==> src/rtl/i2c_stat_pkg.sv <==
`timescale 1ns/1ps
package i2c_stat_pkg;
   localparam int unsigned STAT_W = 8;
   localparam int unsigned N_ARM  = 2;
   localparam int unsigned ARM_SB  = 0;
   localparam int unsigned ARM_BTF = 1;

   // layout MSB to LSB; software decodes these positions
   typedef struct packed {
      logic evf;
      logic rsv;
      logic tra;
      logic busy;
      logic btf;
      logic adsl;
      logic msl;
      logic sb;
   } stat_t;

   typedef struct packed {
      logic byte_done;
      logic byte_tx;
      logic addr_match;
      logic gen_call;
      logic start_gen;
      logic start_det;
      logic stop_det;
      logic arb_lost;
      logic nack;
      logic bus_err;
      logic addr_sent;
   } hw_ev_t;
endpackage

==> src/rtl/i2c_stat_arm.sv <==
`timescale 1ns/1ps
module i2c_stat_arm (
   input  logic clk,
   input  logic rst_n,
   input  logic en,
   input  logic flag,
   input  logic want_wr,
   input  logic sr_rd,
   input  logic dr_rd,
   input  logic dr_wr,
   input  logic any_ev,
   output logic clr
);
   logic armed_q, armed_d;

   always_comb begin
      armed_d = armed_q;
      if (!en || !flag)                  armed_d = 1'b0;
      else if (sr_rd)                    armed_d = 1'b1;
      else if (dr_rd || dr_wr || any_ev) armed_d = 1'b0;
   end

   always_ff @(posedge clk or negedge rst_n) begin
      if (!rst_n) armed_q <= 1'b0;
      else        armed_q <= armed_d;
   end

   assign clr = armed_q && flag && !sr_rd && (want_wr ? dr_wr : dr_rd);
endmodule

==> src/rtl/i2c_stat_xfer.sv <==
`timescale 1ns/1ps
module i2c_stat_xfer (
   input  logic clk,
   input  logic rst_n,
   input  logic en,
   input  logic byte_done,
   input  logic byte_tx,
   input  logic ack_en,
   input  logic stop_det,
   input  logic arb_lost,
   input  logic clr,
   output logic btf,
   output logic tra,
   output logic dir_tx
);
   logic btf_q, tra_q, dir_q;
   logic btf_set;

   assign btf_set = en && byte_done && (byte_tx || ack_en);

   always_ff @(posedge clk or negedge rst_n) begin
      if (!rst_n) begin
         btf_q <= 1'b0;
         tra_q <= 1'b0;
         dir_q <= 1'b0;
      end else if (!en) begin
         btf_q <= 1'b0;
         tra_q <= 1'b0;
         dir_q <= 1'b0;
      end else if (btf_set) begin
         btf_q <= 1'b1;
         tra_q <= byte_tx;
         dir_q <= byte_tx;
      end else begin
         if (clr) btf_q <= 1'b0;
         if (clr || stop_det || arb_lost) tra_q <= 1'b0;
      end
   end

   assign btf    = btf_q;
   assign tra    = tra_q;
   assign dir_tx = dir_q;
endmodule

==> src/rtl/i2c_stat_mode.sv <==
`timescale 1ns/1ps
module i2c_stat_mode (
   input  logic clk,
   input  logic rst_n,
   input  logic en,
   input  logic ack_en,
   input  logic start_req,
   input  logic sr_rd,
   input  logic sb_clr,
   input  i2c_stat_pkg::hw_ev_t ev,
   output logic sb,
   output logic adsl,
   output logic msl,
   output logic note
);
   logic sb_q, adsl_q, msl_q, note_q;
   logic adsl_set, note_set;

   assign adsl_set = ack_en && (ev.addr_match || ev.gen_call);
   assign note_set = ev.nack || ev.bus_err || ev.arb_lost || ev.addr_sent
                     || (ev.stop_det && !msl_q);

   always_ff @(posedge clk or negedge rst_n) begin
      if (!rst_n) begin
         sb_q   <= 1'b0;
         adsl_q <= 1'b0;
         msl_q  <= 1'b0;
         note_q <= 1'b0;
      end else if (!en) begin
         sb_q   <= 1'b0;
         adsl_q <= 1'b0;
         msl_q  <= 1'b0;
         note_q <= 1'b0;
      end else begin
         if (ev.start_gen)   sb_q <= 1'b1;
         else if (sb_clr)    sb_q <= 1'b0;

         if (adsl_set)                 adsl_q <= 1'b1;
         else if (sr_rd && adsl_q)     adsl_q <= 1'b0;

         if (start_req)                        msl_q <= 1'b1;
         else if (ev.stop_det || ev.arb_lost)  msl_q <= 1'b0;

         if (note_set)    note_q <= 1'b1;
         else if (sr_rd)  note_q <= 1'b0;
      end
   end

   assign sb   = sb_q;
   assign adsl = adsl_q;
   assign msl  = msl_q;
   assign note = note_q;
endmodule

==> src/rtl/i2c_stat_irq.sv <==
`timescale 1ns/1ps
module i2c_stat_irq #(
   parameter bit IRQ_REG = 1'b0
) (
   input  logic clk,
   input  logic rst_n,
   input  logic irq_en,
   input  logic btf,
   input  logic adsl,
   input  logic sb,
   output logic irq
);
   logic req;
   assign req = irq_en && (btf || adsl || sb);

   generate
      if (IRQ_REG) begin : g_reg
         logic irq_q;
         always_ff @(posedge clk or negedge rst_n) begin
            if (!rst_n) irq_q <= 1'b0;
            else        irq_q <= req;
         end
         assign irq = irq_q;
      end else begin : g_comb
         assign irq = req;
      end
   endgenerate
endmodule

==> src/rtl/i2c_stat_flags.sv <==
`timescale 1ns/1ps
module i2c_stat_flags #(
   parameter int unsigned STAT_W  = 8,
   parameter bit          IRQ_REG = 1'b0
) (
   input  logic              clk,
   input  logic              rst_n,
   input  logic              ev_byte_done,
   input  logic              byte_tx,
   input  logic              ev_addr_match,
   input  logic              ev_gen_call,
   input  logic              ev_start_gen,
   input  logic              ev_start_det,
   input  logic              ev_stop_det,
   input  logic              ev_arb_lost,
   input  logic              ev_nack,
   input  logic              ev_bus_err,
   input  logic              ev_addr_sent,
   input  logic              ack_en,
   input  logic              start_req,
   input  logic              periph_en,
   input  logic              irq_en,
   input  logic              sr_rd,
   input  logic              dr_rd,
   input  logic              dr_wr,
   output logic [STAT_W-1:0] status_o,
   output logic              irq_o,
   output logic              scl_hold_o
);
   import i2c_stat_pkg::*;

   generate
      if (STAT_W != i2c_stat_pkg::STAT_W) begin : g_bad_width
         $error("status width must match the package layout");
      end
   endgenerate

   hw_ev_t ev;
   logic   any_ev;
   logic   busy_q;
   logic   btf, tra, dir_tx, sb, adsl, msl, note;
   logic [N_ARM-1:0] arm_flag, arm_wr, arm_clr;
   stat_t  st;

   assign ev = '{byte_done: ev_byte_done, byte_tx: byte_tx,
                 addr_match: ev_addr_match, gen_call: ev_gen_call,
                 start_gen: ev_start_gen, start_det: ev_start_det,
                 stop_det: ev_stop_det, arb_lost: ev_arb_lost,
                 nack: ev_nack, bus_err: ev_bus_err, addr_sent: ev_addr_sent};

   assign any_ev = ev_byte_done | ev_addr_match | ev_gen_call | ev_start_gen
                 | ev_start_det | ev_stop_det | ev_arb_lost | ev_nack
                 | ev_bus_err | ev_addr_sent;

   // bus activity tracks the line regardless of enable
   always_ff @(posedge clk or negedge rst_n) begin
      if (!rst_n)            busy_q <= 1'b0;
      else if (ev_start_det) busy_q <= 1'b1;
      else if (ev_stop_det)  busy_q <= 1'b0;
   end

   assign arm_flag[ARM_SB]  = sb;
   assign arm_wr[ARM_SB]    = 1'b1;
   assign arm_flag[ARM_BTF] = btf;
   assign arm_wr[ARM_BTF]   = dir_tx;

   generate
      for (genvar i = 0; i < N_ARM; i++) begin : g_arm
         i2c_stat_arm u_arm (
            .clk     (clk),
            .rst_n   (rst_n),
            .en      (periph_en),
            .flag    (arm_flag[i]),
            .want_wr (arm_wr[i]),
            .sr_rd   (sr_rd),
            .dr_rd   (dr_rd),
            .dr_wr   (dr_wr),
            .any_ev  (any_ev),
            .clr     (arm_clr[i])
         );
      end
   endgenerate

   i2c_stat_xfer u_xfer (
      .clk       (clk),
      .rst_n     (rst_n),
      .en        (periph_en),
      .byte_done (ev_byte_done),
      .byte_tx   (byte_tx),
      .ack_en    (ack_en),
      .stop_det  (ev_stop_det),
      .arb_lost  (ev_arb_lost),
      .clr       (arm_clr[ARM_BTF]),
      .btf       (btf),
      .tra       (tra),
      .dir_tx    (dir_tx)
   );

   i2c_stat_mode u_mode (
      .clk       (clk),
      .rst_n     (rst_n),
      .en        (periph_en),
      .ack_en    (ack_en),
      .start_req (start_req),
      .sr_rd     (sr_rd),
      .sb_clr    (arm_clr[ARM_SB]),
      .ev        (ev),
      .sb        (sb),
      .adsl      (adsl),
      .msl       (msl),
      .note      (note)
   );

   i2c_stat_irq #(.IRQ_REG(IRQ_REG)) u_irq (
      .clk    (clk),
      .rst_n  (rst_n),
      .irq_en (irq_en),
      .btf    (btf),
      .adsl   (adsl),
      .sb     (sb),
      .irq    (irq_o)
   );

   always_comb begin
      st      = '0;
      st.evf  = note | btf | adsl | sb;
      st.tra  = tra;
      st.busy = busy_q;
      st.btf  = btf;
      st.adsl = adsl;
      st.msl  = msl;
      st.sb   = sb;
   end

   assign status_o   = st;
   assign scl_hold_o = btf | adsl;
endmodule

==> config.mk <==
export PLATFORM = sky130hd
export DESIGN_NAME = i2c_stat_flags
export DESIGN_NICKNAME = d
export VERILOG_FILES = /design/src/rtl/i2c_stat_pkg.sv /design/src/rtl/i2c_stat_arm.sv /design/src/rtl/i2c_stat_xfer.sv /design/src/rtl/i2c_stat_mode.sv /design/src/rtl/i2c_stat_irq.sv /design/src/rtl/i2c_stat_flags.sv
export SDC_FILE = /design/constraint.sdc
export NUM_CORES = 1
export LEC_CHECK = 0
export BUFFER_PORTS_ARGS = -buffer_cell sky130_fd_sc_hd__buf_2
export CAP_MARGIN = 40
export CORE_MARGIN = 2
export CORE_UTILIZATION = 45
export CTS_CLUSTER_DIAMETER = 100
export DETAILED_ROUTE_END_ITERATION = 6
export PLACE_DENSITY = 0.79
export RECOVER_POWER = 50
export SLEW_MARGIN = 20
export SYNTH_ARGS = -nofsm -noshare
export SYNTH_HDL_FRONTEND = slang
export SYNTH_HIERARCHICAL = 1
export SYNTH_SLANG_ARGS = --single-unit
==> constraint.sdc <==
create_clock -name clk -period 2.3 [get_ports clk]
set_input_delay 0.23 -clock clk [delete_from_list [all_inputs] [get_ports clk]]
set_output_delay 0.23 -clock clk [all_outputs]
set_load 0.1 [all_outputs]
* Yosys cells after proc, flatten, opt, wreduce, memory -nomap -nowiden
Index checks and enable logic that the tools add are counted.
Storage, ports and cells: register bits after elaboration 10, bits of input ports 20, word-level logic and storage cells 92
Operators by class: equal/unequal tests 7, mux-type cells 27, reduce and logical (&&, ||, !) cells 35, bitwise logic cells 13
Operators with widths (number):
- 2-to-1 mux 1 bit | 27
- logical OR 1 bit | 15
- OR 1 bit | 13
- logical AND 1 bit | 12
- != test 3 x 1 -> 1 bit (second input constant) | 4
- != test 3 x 2 -> 1 bit (second input constant) | 2
- nonzero test 3 bit | 2
- zero test 1 bit | 5
- != test 2 x 1 -> 1 bit (second input constant) | 1
- nonzero test 2 bit | 1

* Depth between registers and ports, before layout
Gate-level depths: netlist of the first run.
depth after elaboration 13, depth in mapped cells 4, depth with buffers taken out 4

* By module
Netlist of the first run, hierarchy kept.
Modules (own cells, without submodules):
- i2c_stat_mode | cells each 16, seq. area each 100.1 um^2, times used 1, area each 180.2 um^2
- i2c_stat_xfer | cells each 12, seq. area each 75.1 um^2, times used 1, area each 146.4 um^2
- i2c_stat_arm | cells each 6, seq. area each 25.0 um^2, times used 2, area each 68.8 um^2
- i2c_stat_flags | cells each 18, seq. area each 25.0 um^2, times used 1, area each 130.1 um^2
- i2c_stat_irq | cells each 1, seq. area each 0.0 um^2, times used 1, area each 8.8 um^2

* Worst setup path after synthesis of the first run
OpenSTA, ideal clock, no wires.
path type reg-to-output, start reg u_xfer.btf_q, in the netlist u_xfer/btf, end out status_o[7], arrival 1.925 ns, slack 0.145 ns, stages on the path, launching flop included 3, buffers on the path 0, cells stage by stage dfrtp_1 -> or2_1 -> or3_1
On the way: longest elaborated chain between the ends 3
RTL lines:
- from (decl) | RTL line i2c_stat_xfer.sv:16 | logic btf_q, tra_q, dir_q;
- from (signal assigned) | RTL line i2c_stat_xfer.sv:23 | btf_q <= 1'b0;
- from (signal assigned) | RTL line i2c_stat_xfer.sv:27 | btf_q <= 1'b0;
- from (signal assigned) | RTL line i2c_stat_xfer.sv:31 | btf_q <= 1'b1;
- OR 1 bit (3 in a row) | RTL line i2c_stat_flags.sv:126 | st.evf = note | btf | adsl | sb;
- to (decl) | RTL line i2c_stat_flags.sv:26 | output logic [STAT_W-1:0] status_o,
No other way between the ends.

* Worst setup path after layout of the first run
Same ends and word-level chain as after synthesis.

==> reports/metrics.csv, run 1 <==
metric,value,unit
status,"finished, final reports clean",
WL/cell,12.3,µm
min-delay src,ev_start_det,
Synth Cell Area,603,µm²
Rel. slew slack,0.629,
global route overflow,0,
final setup TNS,0,ns
share of the synthesized area in the top cell type,0.415,
IO buf count,28,
clock root buffer,clkbuf_4,
Hold WC Path Type,in -> reg,
critical path type,reg -> out,
"commonest non-fill, non-tap cell in the layout",buf_2,
HPWL Detailed,963,µm
Tot GR Track Use,0.194,
Syn Area/Cell,10.2,µm²
clk_skew,0.000405,ns
CP startpoint,u_xfer/btf,
placed instance count,95,
Yosys reg bits,10,
"area leader, netlist",dfrtp_1,
Post-synth EDFFs,0,
commonest register cell after synthesis,dfrtp_1,
final std cells w/o fill,100,
die area,0.00165,mm²
Max VDD drop,322,µV
Crit path required time,2.07,ns
leakage,0.375,nW
post-synthesis sequential area ratio,0.415,
adder-cell share of the synthesized area,0,
crit path max fanout,6,
reg2reg path depth,4,
Final Setup Violations,0,
Ports,30,
Final GP Congestion,0.746,
highest clock rate,564,MHz
H-tree level count,1,
Startpoint Class,flop,
Max Slew Vio Count,0,
unrepaired setup endpoints after global routing,no,
final core utilization,0.595,
Seq. cell area,250,µm²
first-pass GRT wire length,2020,µm
largest family of logic cells by synthesized area,simple AND/OR/NAND/NOR gates,
Worst Tran Pin Value,0.557,ns
Initial DRC Count,14,
worst skew pair latency,0.26,ns
Compound-Gate Fraction of Synth Area,0.185,
vias,514,
Tmin final,1.77,ns
multi-input logic area,293,µm²
Tot Pwr,516,µW
CTS max path bufs,2,
Area contributors post-synth,"dfrtp_1 (41%), buf_4 (8.7%), nor4b_2 (7.5%)",
share of layout cells above drive strength 1,0.412,
Rows,13,
final hold vios,0,
Starting Density,0.475,
TritonCTS buffer count,3,
Ys Warns,6,
Post-Synth XOR/XNOR Area,0,
DRT Pass-1 Iters,4,
endpoint class of the critical path,output pin,
Max Cap Violations,0,
WL final,1230,µm
Die Y,40.6,µm
clock-pin slew on the worst setup and hold paths,0.07,ns
Worst R2R Start,u_xfer/dir_tx,
nets,106,
Routed Antenna Nets,0,
initial antenna violation count,0,
simple-gate area share of the yosys netlist,0.255,
Final period util,0.771,
"FFs w/ async S/R, synth",1.00,
area grow syn2layout,25.1,%
Core Footprint,0.00127,mm²
"Data arrival, critical path",1.54,ns
number of remaining DRC errors,0,
Fillers,121,
CTS-repair resized insts,0,
PD cells,685,mW/mm²
largest net degree at the start of global routing,11,
ANT cells,0,
clock sink count,10,
Post-Syn Nets,79,
Via-to-Cell Ratio,5.14,
mux share of post-synthesis cell area,0.0332,
TritonCTS clock tree,built,
Hold Path Depth,2,
Die X,40.6,µm
vias in the first global route,478,
post-synth cell types,27,
"commonest non-fill, non-tap cells in the layout","buf_2 (27), dfrtp_1 (10), nand2b_1 (4)",
Post-Syn Instances,59,
-- per-stage QoR --
stage          worst slack, ns  hold WS (ns)  area (µm²)
3_3_place_gp             0.851         0.102         709
3_5_place_dp             0.818         0.104         709
4_1_cts                  0.520         0.150         756
5_1_grt                  0.459         0.172         754
6_report                 0.526         0.159         754
2_1_floorplan            0.145       -0.0656         603
-- registers in the layout (all words and copies together), names as in the netlist --
name,cells
u_mode/note,1
u_mode/sb,1
u_mode/msl,1
busy_q,1
u_xfer/tra,1
u_xfer/dir_tx,1
u_xfer/btf,1
u_mode/adsl,1
g_arm.u_arm/armed_q,2
-- layer usage --
layer | vias to the layer above | track usage | share of wire
li1 | 259 | - | -
met1 | 238 | 0.228 | 0.42
met2 | 15 | 0.325 | 0.51
met3 | 2 | 0.0326 | 0.053
met4 | 0 | 0.125 | 0.016
met5 | - | 0 | 0
-- worst max-delay path: stages (launching register included) --
cell and delay, ns:
dfrtp_1 0.44, or2_1 0.25, or3_1 0.29, buf_2 0.29
-- cell families after synthesis --
logic type             after synthesis
muxes                                2
DFF                                 10
AOI/OAI and AO/OA                   15
buffers and inverters                9
other                                2
and+or+nand+nor                     21
-- power breakdown --
group	switching, mW	total, mW	internal [mW]
combinational	0.124	0.161	0.0365
clock	0.0657	0.162	0.0961
sequential	0.00826	0.194	0.186
total	0.198	0.516	0.318
-- path summary, 6_finish.rpt --
path                          endpoint  slack, ns
setup / recovery           status_o[7]       0.53
hold / removal                  busy_q       0.16
setup reg to reg            u_xfer/tra       1.12
hold reg to reg                 busy_q       0.49
max in group asynchronous  u_mode/adsl       1.48
min in group asynchronous   u_xfer/tra       0.46
-- area by class of cell --
cell class                 count  share of cell area
inverter                       2             0.00995
timing repair buffer          29               0.197
clock buffer                   4              0.0481
sequential                    10               0.332
multi-input combinational     40               0.388
tap                           15              0.0249
-- repair_timing --
item                      CTS  global route
hold endpoints to repair   10             0
hold buffers                1             0
setup buffers               0             0
-- synthesized netlist by cell type (2+ instances only) --
cell	number
o211a_1	2
nor3_1	2
o21ai_0	2
nand2_1	2
o21a_1	3
conb_1	2
a21boi_0	3
nor4b_2	3
nand2b_1	4
mux2i_1	2
inv_1	2
nor4_1	2
dfrtp_1	10
buf_4	7
(Power assumes the default switching activity.)
==> inputs of run 2 (changes only) <==
Settings changed: CORE_UTILIZATION 45 to 39, PLACE_DENSITY 0.79 to 0.73.
Clock period 2.3 ns to 1.55 ns, I/O delays scaled along.
==> reports/metrics.csv, run 2 (synthesized netlist as in run 1, its figures left out) <==
metric,value,unit
Largest register FFs,2,
switching fraction of total power,0.395,
Via-to-Cell Ratio,5.23,
Net Switching,283,µW
worst skew pair latency,0.26,ns
die area,0.00188,mm²
Worst Tran Pin Value,0.548,ns
endpoint class of the critical path,output pin,
"setup slack, reg-to-reg",0.37,ns
final hold vios,0,
highest clock rate,640,MHz
Rows,14,
unrepaired setup endpoints after global routing,yes,
CP endpoint,status_o[7],
Internal,434,µW
vias in the first global route,515,
WL final,1300,µm
Tot GR Track Use,0.156,
Worst R2R Start,u_xfer/dir_tx,
number of remaining DRC errors,0,
"commonest non-fill, non-tap cells in the layout","buf_2 (25), dfrtp_1 (10), clkbuf_4 (4), nand2b_1 (4)",
TritonCTS clock tree,built,
WL/cell,12.7,µm
Initial DRC Count,3,
Clk network pwr share,0.239,
area grow syn2layout,29.0,%
Rel. slew slack,0.634,
Seq pwr share,0.398,
Largest Register,g_arm.u_arm/armed_q,
status,finished with violations,
first-pass GRT wire length,2120,µm
Tmin final,1.56,ns
leakage,0.383,nW
share of layout cells above drive strength 1,0.430,
Core Footprint,0.00147,mm²
Crit path required time,1.39,ns
crit path max fanout,2,
Fillers,141,
global route overflow,0,
CP startpoint,u_xfer/btf,
Die Y,43.3,µm
Max Cap Violations,0,
"Data arrival, critical path",1.41,ns
DRT Pass-1 Iters,4,
Startpoint Class,flop,
share of total power in combinational logic,0.363,
Routed Antenna Nets,0,
ANT cells,0,
Max VDD drop,507,µV
vias,533,
Final GP Congestion,0.697,
critical path type,reg -> out,
Ports,30,
clock-pin slew on the worst setup and hold paths,0.07,ns
IO buf count,28,
nets,108,
final core utilization,0.529,
TritonCTS buffer count,3,
Starting Density,0.410,
PD cells,922,mW/mm²
Die X,43.3,µm
initial antenna violation count,0,
Max Slew Vio Count,0,
Tot Pwr,717,µW
Final period util,1.01,
Hold WC Path Type,in -> reg,
failing checks,setup timing,
clock root buffer,clkbuf_4,
multi-input logic area,300,µm²
reg2reg path depth,4,
clock sink count,10,
R2R Path End,u_xfer/tra,
Final WS setup,-0.0125,ns
Seq. cell area,250,µm²
H-tree level count,1,
Final Setup Violations,1,
CTS max path bufs,2,
clk_skew,0.00850,ns
largest net degree at the start of global routing,11,
"commonest non-fill, non-tap cell in the layout",buf_2,
-- run 2: timing repair --
action	CTS	global route
setup buffers	1	0
resized for setup	4	1
hold endpoints to repair	10	0
endpoints found under the setup margin	1	2
hold buffers	1	0
cloned	0	0
-- run 2: through the flow --
step / worst slack, ns / TNS (ns) / std cells / hold slack (ns) / area, µm²
floorplan: 0.0893 / 0 / 59 / -0.141 / 611
global route: -0.0658 / -0.0658 / 102 / 0.0839 / 778
detailed placement: 0.161 / 0 / 97 / 0.0309 / 726
global placement: 0.187 / 0 / 97 / 0.0264 / 726
CTS: -0.0148 / -0.0148 / 102 / 0.0810 / 781
finish: -0.0125 / -0.0125 / 102 / 0.0842 / 778
-- run 2: worst min-delay path by stage --
stage | startpoint | end | slack (ns) | cells past startpoint
CTS | ev_start_det | busy_q | 0.08 | 2
global route | ev_start_det | busy_q | 0.08 | 2
finish | ev_start_det | busy_q | 0.08 | 2
detailed placement | rst_n | u_mode/msl | 0.03 | 1
global placement | rst_n | u_mode/msl | 0.03 | 1
floorplan | rst_n | busy_q | -0.14 | 0
-- run 2: critical path, stage by stage (launching register included) --
cell	delay (ns)
dfrtp_1	0.38
or2_4	0.25
or3_4	0.35
buf_12	0.18
-- run 2: power by group through the flow --
stage | Combinational, mW | Clock (mW) | Sequential, mW
after CTS | 0.262 | 0.178 | 0.286
after global routing | 0.273 | 0.193 | 0.288
after floorplan | 0.196 | 0 | 0.290
after detailed placement | 0.249 | 0 | 0.291
final | 0.261 | 0.171 | 0.285
after global placement | 0.246 | 0 | 0.290
-- run 2: cell type report --
class                      instances  area share
sequential                        10       0.322
clock buffer                       3      0.0289
timing repair buffer              31       0.228
inverter                           2     0.00965
multi-input combinational         40       0.386
tap                               16      0.0257
-- run 2: routing by layer --
layer / wire, µm / global-route usage / vias to the layer above / part of all wire
met2: 680 / 0.281 / 20 / 0.52
li1: - / - / 260 / -
met5: 0 / 0 / - / 0
met1: 531 / 0.168 / 253 / 0.41
met4: 0 / 0.0182 / 0 / 0
met3: 86 / 0.0766 / 0 / 0.066
